### config.mk
export PLATFORM = sky130hd
export DESIGN_NAME = pwm_edge_softstart
export DESIGN_NICKNAME = d
export VERILOG_FILES = /design/src/rtl/pwm_ss_pkg.sv /design/src/rtl/ss_step_timer.sv /design/src/rtl/ss_variation.sv /design/src/rtl/ss_edge_unit.sv /design/src/rtl/pwm_edge_softstart.sv
export SDC_FILE = /design/constraint.sdc
export NUM_CORES = 1
export LEC_CHECK = 0
export ABC_CLOCK_PERIOD_IN_PS = 4200
export BUFFER_PORTS_ARGS = -buffer_cell sky130_fd_sc_hd__buf_4
export CAP_MARGIN = 40
export CELL_PAD_IN_SITES_DETAIL_PLACEMENT = 1
export CELL_PAD_IN_SITES_GLOBAL_PLACEMENT = 2
export CORE_ASPECT_RATIO = 0.9
export CORE_MARGIN = 3
export CORE_UTILIZATION = 37
export CTS_CLUSTER_DIAMETER = 120
export DETAILED_ROUTE_END_ITERATION = 6
export HOLD_SLACK_MARGIN = 0.1
export PLACE_DENSITY = 0.95
export SKIP_CTS_REPAIR_TIMING = 1
export SLEW_MARGIN = 15
export SYNTH_ARGS = -nofsm -noshare
export SYNTH_HDL_FRONTEND = slang
export SYNTH_SLANG_ARGS = --single-unit
### constraint.sdc
create_clock -name clk -period 4.2 [get_ports clk]
set_input_delay 0.63 -clock clk [delete_from_list [all_inputs] [get_ports clk]]
set_output_delay 0.63 -clock clk [all_outputs]
set_load 0.01 [all_outputs]
### src/rtl/pwm_ss_pkg.sv
package pwm_ss_pkg;

   // Per-edge modulation setup
   typedef struct packed {
      logic mod_en;   // edge takes part in the soft start
      logic pos;      // 1: starts late and moves earlier
   } ss_edge_cfg_t;

   // Edge selector used when the edge bank is generated
   typedef enum logic {
      EDGE_RISE = 1'b0,
      EDGE_FALL = 1'b1
   } ss_edge_kind_e;

endpackage

### src/rtl/ss_step_timer.sv
module ss_step_timer #(
   parameter int RATE_W = 2
) (
   input  logic              clk,
   input  logic              rst_n,
   input  logic              start,
   input  logic              cycle_end,
   input  logic [RATE_W-1:0] rate_sel,
   output logic              step
);
   localparam int CNT_W = (1 << RATE_W) - 1;

   generate
      if (RATE_W < 1 || RATE_W > 3) begin : g_bad_rate
         $error("ss_step_timer: RATE_W must be 1..3");
      end
   endgenerate

   logic [CNT_W:0]   one_hot;
   logic [CNT_W:0]   lim_full;
   logic [CNT_W-1:0] lim;
   logic [CNT_W-1:0] cnt;

   always_comb begin
      one_hot  = (CNT_W+1)'(1) << rate_sel;
      lim_full = one_hot - (CNT_W+1)'(1);
      lim      = lim_full[CNT_W-1:0];
   end

   // >= so that a rate change mid-ramp never strands the counter
   assign step = cycle_end && !start && (cnt >= lim);

   always_ff @(posedge clk or negedge rst_n) begin
      if (!rst_n) begin
         cnt <= '0;
      end else if (start) begin
         cnt <= '0;
      end else if (cycle_end) begin
         if (cnt >= lim) cnt <= '0;
         else            cnt <= cnt + 1'b1;
      end
   end

   AST_STEP_RESTARTS_COUNT: assert property (@(posedge clk) disable iff (!rst_n)
      step |=> cnt == '0);
   AST_START_CLEARS_COUNT: assert property (@(posedge clk) disable iff (!rst_n)
      start |=> cnt == '0);

endmodule

### src/rtl/ss_variation.sv
module ss_variation #(
   parameter int TW = 10
) (
   input  logic [TW-1:0] rise_ref,
   input  logic [TW-1:0] fall_ref,
   output logic [TW-1:0] variation
);
   always_comb begin
      if (fall_ref >= rise_ref) variation = fall_ref - rise_ref;
      else                      variation = rise_ref - fall_ref;
   end
endmodule

### src/rtl/ss_edge_unit.sv
module ss_edge_unit
   import pwm_ss_pkg::*;
#(
   parameter int TW       = 10,
   parameter int STEP_LSB = 8
) (
   input  logic         clk,
   input  logic         rst_n,
   input  logic         start,
   input  logic         step,
   input  logic [TW-1:0] preset,
   input  logic [TW-1:0] variation,
   input  ss_edge_cfg_t cfg,
   output logic [TW-1:0] edge_time,
   output logic         at_preset
);
   localparam logic [TW-1:0] STEP_V = TW'(STEP_LSB);

   logic [TW-1:0] offset;
   logic [TW-1:0] load_val;
   logic [TW:0]   sum_w;
   logic [TW:0]   dif_w;

   assign load_val  = cfg.mod_en ? variation : '0;
   assign at_preset = (offset == '0);

   always_ff @(posedge clk or negedge rst_n) begin
      if (!rst_n) begin
         offset <= '0;
      end else if (start) begin
         offset <= load_val;
      end else if (step) begin
         if (offset > STEP_V) offset <= offset - STEP_V;
         else                 offset <= '0;
      end
   end

   // saturating placement of the edge around its preset
   always_comb begin
      sum_w = {1'b0, preset} + {1'b0, offset};
      dif_w = {1'b0, preset} - {1'b0, offset};
      if (!cfg.mod_en || offset == '0) edge_time = preset;
      else if (cfg.pos)                edge_time = sum_w[TW] ? '1 : sum_w[TW-1:0];
      else                             edge_time = dif_w[TW] ? '0 : dif_w[TW-1:0];
   end

   AST_START_LOADS: assert property (@(posedge clk) disable iff (!rst_n)
      start |=> offset == $past(load_val));
   AST_NO_GROWTH: assert property (@(posedge clk) disable iff (!rst_n)
      !start |=> offset <= $past(offset));
   AST_FINAL_CLAMP: assert property (@(posedge clk) disable iff (!rst_n)
      (step && !start && offset <= STEP_V) |=> offset == '0);
   AST_UNMOD_IDLE: assert property (@(posedge clk) disable iff (!rst_n)
      (start && !cfg.mod_en) |=> at_preset);

endmodule

### src/rtl/pwm_edge_softstart.sv
module pwm_edge_softstart
   import pwm_ss_pkg::*;
#(
   parameter int NUM_OUT = 8,
   parameter int TW      = 10,
   parameter int RATE_W  = 2,
   parameter int STEP_NS = 40,
   parameter int LSB_NS  = 5
) (
   input  logic                  clk,
   input  logic                  rst_n,
   input  logic                  start,
   input  logic                  cycle_end,
   input  logic [RATE_W-1:0]     rate_sel,
   input  logic [NUM_OUT*TW-1:0] rise_preset,
   input  logic [NUM_OUT*TW-1:0] fall_preset,
   input  logic [NUM_OUT-1:0]    rise_mod,
   input  logic [NUM_OUT-1:0]    fall_mod,
   input  logic [NUM_OUT-1:0]    rise_pos,
   input  logic [NUM_OUT-1:0]    fall_pos,
   output logic [NUM_OUT*TW-1:0] rise_time,
   output logic [NUM_OUT*TW-1:0] fall_time,
   output logic                  done
);
   localparam int STEP_LSB = STEP_NS / LSB_NS;
   localparam int N_VAR    = 2;
   localparam int N_EDGE   = 2 * NUM_OUT;

   generate
      if (NUM_OUT < N_VAR) begin : g_bad_out
         $error("pwm_edge_softstart: NUM_OUT must be at least 2");
      end
      if (STEP_NS % LSB_NS != 0) begin : g_bad_step
         $error("pwm_edge_softstart: step must be a whole number of LSB");
      end
      if (STEP_LSB < 1 || STEP_LSB >= (1 << TW)) begin : g_bad_lsb
         $error("pwm_edge_softstart: step does not fit the edge width");
      end
   endgenerate

   logic              step;
   logic [TW-1:0]     var_grp [N_VAR];
   logic [N_EDGE-1:0] edge_idle;

   ss_step_timer #(.RATE_W(RATE_W)) i_timer (
      .clk      (clk),
      .rst_n    (rst_n),
      .start    (start),
      .cycle_end(cycle_end),
      .rate_sel (rate_sel),
      .step     (step)
   );

   // group g measures the spacing of output g
   for (genvar g = 0; g < N_VAR; g++) begin : g_var
      ss_variation #(.TW(TW)) i_var (
         .rise_ref (rise_preset[g*TW +: TW]),
         .fall_ref (fall_preset[g*TW +: TW]),
         .variation(var_grp[g])
      );
   end

   for (genvar k = 0; k < NUM_OUT; k++) begin : g_out
      for (genvar e = 0; e < 2; e++) begin : g_edge
         localparam ss_edge_kind_e KIND = ss_edge_kind_e'(e);
         ss_edge_cfg_t  cfg;
         logic [TW-1:0] pre;
         logic [TW-1:0] tim;

         if (KIND == EDGE_RISE) begin : g_r
            assign cfg = '{mod_en: rise_mod[k], pos: rise_pos[k]};
            assign pre = rise_preset[k*TW +: TW];
            assign rise_time[k*TW +: TW] = tim;
         end else begin : g_f
            assign cfg = '{mod_en: fall_mod[k], pos: fall_pos[k]};
            assign pre = fall_preset[k*TW +: TW];
            assign fall_time[k*TW +: TW] = tim;
         end

         ss_edge_unit #(.TW(TW), .STEP_LSB(STEP_LSB)) i_edge (
            .clk      (clk),
            .rst_n    (rst_n),
            .start    (start),
            .step     (step),
            .preset   (pre),
            .variation(var_grp[k % N_VAR]),
            .cfg      (cfg),
            .edge_time(tim),
            .at_preset(edge_idle[2*k+e])
         );
      end

      AST_DONE_RISE_HOME: assert property (@(posedge clk) disable iff (!rst_n)
         done |-> rise_time[k*TW +: TW] == rise_preset[k*TW +: TW]);
      AST_DONE_FALL_HOME: assert property (@(posedge clk) disable iff (!rst_n)
         done |-> fall_time[k*TW +: TW] == fall_preset[k*TW +: TW]);
   end

   assign done = &edge_idle;

   AST_STEP_ONLY_ON_STROBE: assert property (@(posedge clk) disable iff (!rst_n)
      step |-> (cycle_end && !start));

endmodule

==> flow_metrics.env <==
export IMPL_routed_wl_um=113000
export IMPL_die_y_um=269
export IMPL_fmax_ghz=0.249
export IMPL_r2r_cells=11
export IMPL_yosysWarningCount=0
export IMPL_cts_buffers=17
export IMPL_ys_seq_area_share_pct=14.3
export IMPL_cp_depth=10
export IMPL_postSynthCellCount=3968
export IMPL_status="completed"
export IMPL_startpoint_type="flip-flop"
export IMPL_ys_top_cells_by_area="ha_1 17%, dfrtp_1 14%, a21oi_1 6.2%, o21ai_0 5.8%, inv_1 4.7%"
export IMPL_clk_pin_slew_ns=0.08
export IMPL_fin_skew_ns=0.0134
export IMPL_rsz0062_at_grt="no"
export IMPL_synthAdderAreaFrac_pct=19.1
export IMPL_tns_ns=0
export IMPL_slew_viol_final=0
export IMPL_syn_num_nets=4580
export IMPL_max_slew_margin_pct=41.8
export IMPL_grt_max_degree=74
export IMPL_r2r_end="g_out[6].g_edge[0].i_edge.offset[7]"
export IMPL_ys_flop_type="dfrtp_1"
export IMPL_synthXorXnorAreaFrac_pct=1.41
export IMPL_multiInputGateArea_mm2=0.0225
export IMPL_first_pass_iters=5
export IMPL_syn_cell_area_mm2=0.0285
export IMPL_antenna_left=0
export IMPL_cts_tree="done"
export IMPL_synthToLayoutAreaGrowth_pct=16.3
export IMPL_layout_nets=4850
export IMPL_tightestPinTransition_ns=0.873
export IMPL_cp_required_ns=3.57
export IMPL_crit_top_cell="a2111oi_0"
export IMPL_path_cells="ha_1, fa_1, nor2b_1, o2111ai_1, nand3b_1, a2111oi_0, a2111oi_0, mux2i_1, a32oi_1, buf_4"
export IMPL_ys_async_sr_fraction_pct=100
export IMPL_slowest_stage="dfrtp_1"
export IMPL_core_area_mm2=0.0755
export IMPL_yosysTopAreaCell="ha_1"
export IMPL_synth_compound_gate_area_share_pct=33.1
export IMPL_min_path_type="in -> reg"
export IMPL_post_route_drc_count=0
export IMPL_first_global_vias=31600
export IMPL_finalSetupViolations=0
export IMPL_die_x_um=298
export IMPL_critical_path_class="reg -> out"
export IMPL_io_pins=359
export IMPL_gp_congestion=0.932
export IMPL_fin_hold_ws_ns=0.444
export IMPL_max_stage_delay_ns=0.47
export IMPL_hold_path_cell_count=2
export IMPL_power_mw=19.3
export IMPL_drtIter0Drc=1877
export IMPL_drv_cap=0
export IMPL_p_per_area_mw_per_mm2=581
export IMPL_ys_ff_latch=163
export IMPL_cp_num_buf_inv=1
export IMPL_synth_top_family_by_area="compound AO/OA/AOI/OAI gates"
export IMPL_synth_mux_area_share_pct=1.24
export IMPL_hold_viol=0
export IMPL_io_buffers=358
export IMPL_final_cell_mix="418 x buf_4, 378 x ha_1, 356 x inv_1"
export IMPL_dp_hpwl_um=90800
export IMPL_vias=31800
export IMPL_crit_fanout=4
export IMPL_grt_ovfl_total=0
export IMPL_r2r_setup_slack_ns=1.49
export IMPL_synth_cell_type_count=100
export IMPL_cp_endpoint="rise_time[19]"
export IMPL_rows=95
export IMPL_synth_simple_gate_area_share_pct=23.4
export IMPL_final_common_cell="buf_4"
export IMPL_cts_root_buffer="clkbuf_16"
export IMPL_cp_arrival_ns=3.39
export IMPL_initial_utilization_pct=37.7
export IMPL_ir_drop_mv=0.303
export IMPL_area_sequential_mm2=0.00408
export IMPL_clock_latency_ns=0.46
export IMPL_cp_startpoint="g_out[1].g_edge[0].i_edge.offset[0]"
export IMPL_final_cells=5274
export IMPL_wl_per_cell_um=21.4
export IMPL_avgViaCountPerCell=6.03
export IMPL_clock_sinks=163
export IMPL_die_area_mm2=0.0804
export IMPL_r2r_start="i_timer.cnt[0]"
export IMPL_final_period_utilization_pct=95.7
export IMPL_fill_cells=9625
export IMPL_period_needed_ns=4.02
export IMPL_grt_pass1_wl_um=179000
export IMPL_clockBufferDepth=2
export IMPL_grt_use_total_pct=27.0
export IMPL_p_leak_nw=15.0
export IMPL_drive_gt1_share_pct=13.4
export IMPL_synth_top_area_share_pct=16.6
export IMPL_avgSynthCellArea_um2=7.18
export IMPL_synth_edff_count=0
export IMPL_cts_max_level=4
export IMPL_end_kind="output pin"
export IMPL_place_inst=5233
export IMPL_critPathTopFamily="compound AO/OA/AOI/OAI gates"
export IMPL_antenna_found_initial=11
[cells in the mapped netlist, types with 34 or more instances]
library cell and number:
nor3_1 211, inv_1 356, nor4_1 37, ha_1 378
o31ai_1 61, a211oi_1 34, dfrtp_1 163, fa_1 36
nor2_1 326, a31oi_1 73, nor2b_1 94, a21oi_1 352
and3_1 41, clkbuf_1 139, o22ai_1 34, nand2b_1 72
o21ai_0 332, o311ai_0 35, a21o_1 61, nand2_1 310
nand3_1 92, o211ai_1 45
[cell type report]
type | instances | share of cell area [%]
Timing Repair Buffer | 428 | 9.99
Multi-Input combinational cell | 3268 | 67.8
Sequential cell | 163 | 12.3
Clock buffer | 19 | 1.37
Tap cell | 1018 | 3.84
Antenna cell | 5 | 0.0378
Inverter | 360 | 4.08
Clock inverter | 13 | 0.623
[how the worst min path moves through the flow]
stage	slack, ns	to	startpoint
after floorplan	0.33	g_out[0].g_edge[0].i_edge.offset[0]	rst_n
after global placement	0.53	g_out[7].g_edge[1].i_edge.offset[2]	g_out[7].g_edge[1].i_edge.offset[2]
after detailed placement	0.55	g_out[7].g_edge[1].i_edge.offset[2]	g_out[7].g_edge[1].i_edge.offset[2]
after CTS	0.09	g_out[5].g_edge[0].i_edge.offset[9]	rst_n
after global routing	0.43	g_out[4].g_edge[0].i_edge.offset[0]	rise_mod[4]
final	0.44	g_out[6].g_edge[0].i_edge.offset[0]	rise_mod[6]
[logic make-up after synthesis]
family	after synthesis
buf+inv	537
fa+ha+maj	414
simple gates	1357
compound gates	1423
mux	34
xor+xnor	40
flops	163
[flip-flops by register name, indices dropped and copies added, names as in the netlist]
signal / count
g_out.g_edge.i_edge.offset: 160
i_timer.cnt: 3
[stage by stage]
stage | instance area (um^2) | util, % | setup slack [ns]
floorplan | 28500 | - | 0.864
global placement | 32300 | 42.8 | 0.387
detailed placement | 32400 | 42.9 | 0.353
CTS | 33000 | 43.7 | 0.125
global route | 33100 | 43.9 | 0.00774
finish | 33100 | 43.9 | 0.181
[metal layers]
layer / GRT usage, % / vias up / wire (um)
li1: - / 15100 / -
met1: 38.2 / 15700 / 53500
met2: 43.4 / 800 / 50900
met3: 3.56 / 118 / 6090
met4: 6.26 / 8 / 2450
met5: 0 / - / 53
[power breakdown]
| group | leakage [nW] | switching [mW] | internal, mW |
|---|---|---|---|
| Sequential | 2.01 | 0.944 | 2.15 |
| Combinational | 12.7 | 8.60 | 5.76 |
| Clock | 0.319 | 0.715 | 1.09 |
Note: power is estimated with default switching activity, not from simulation.
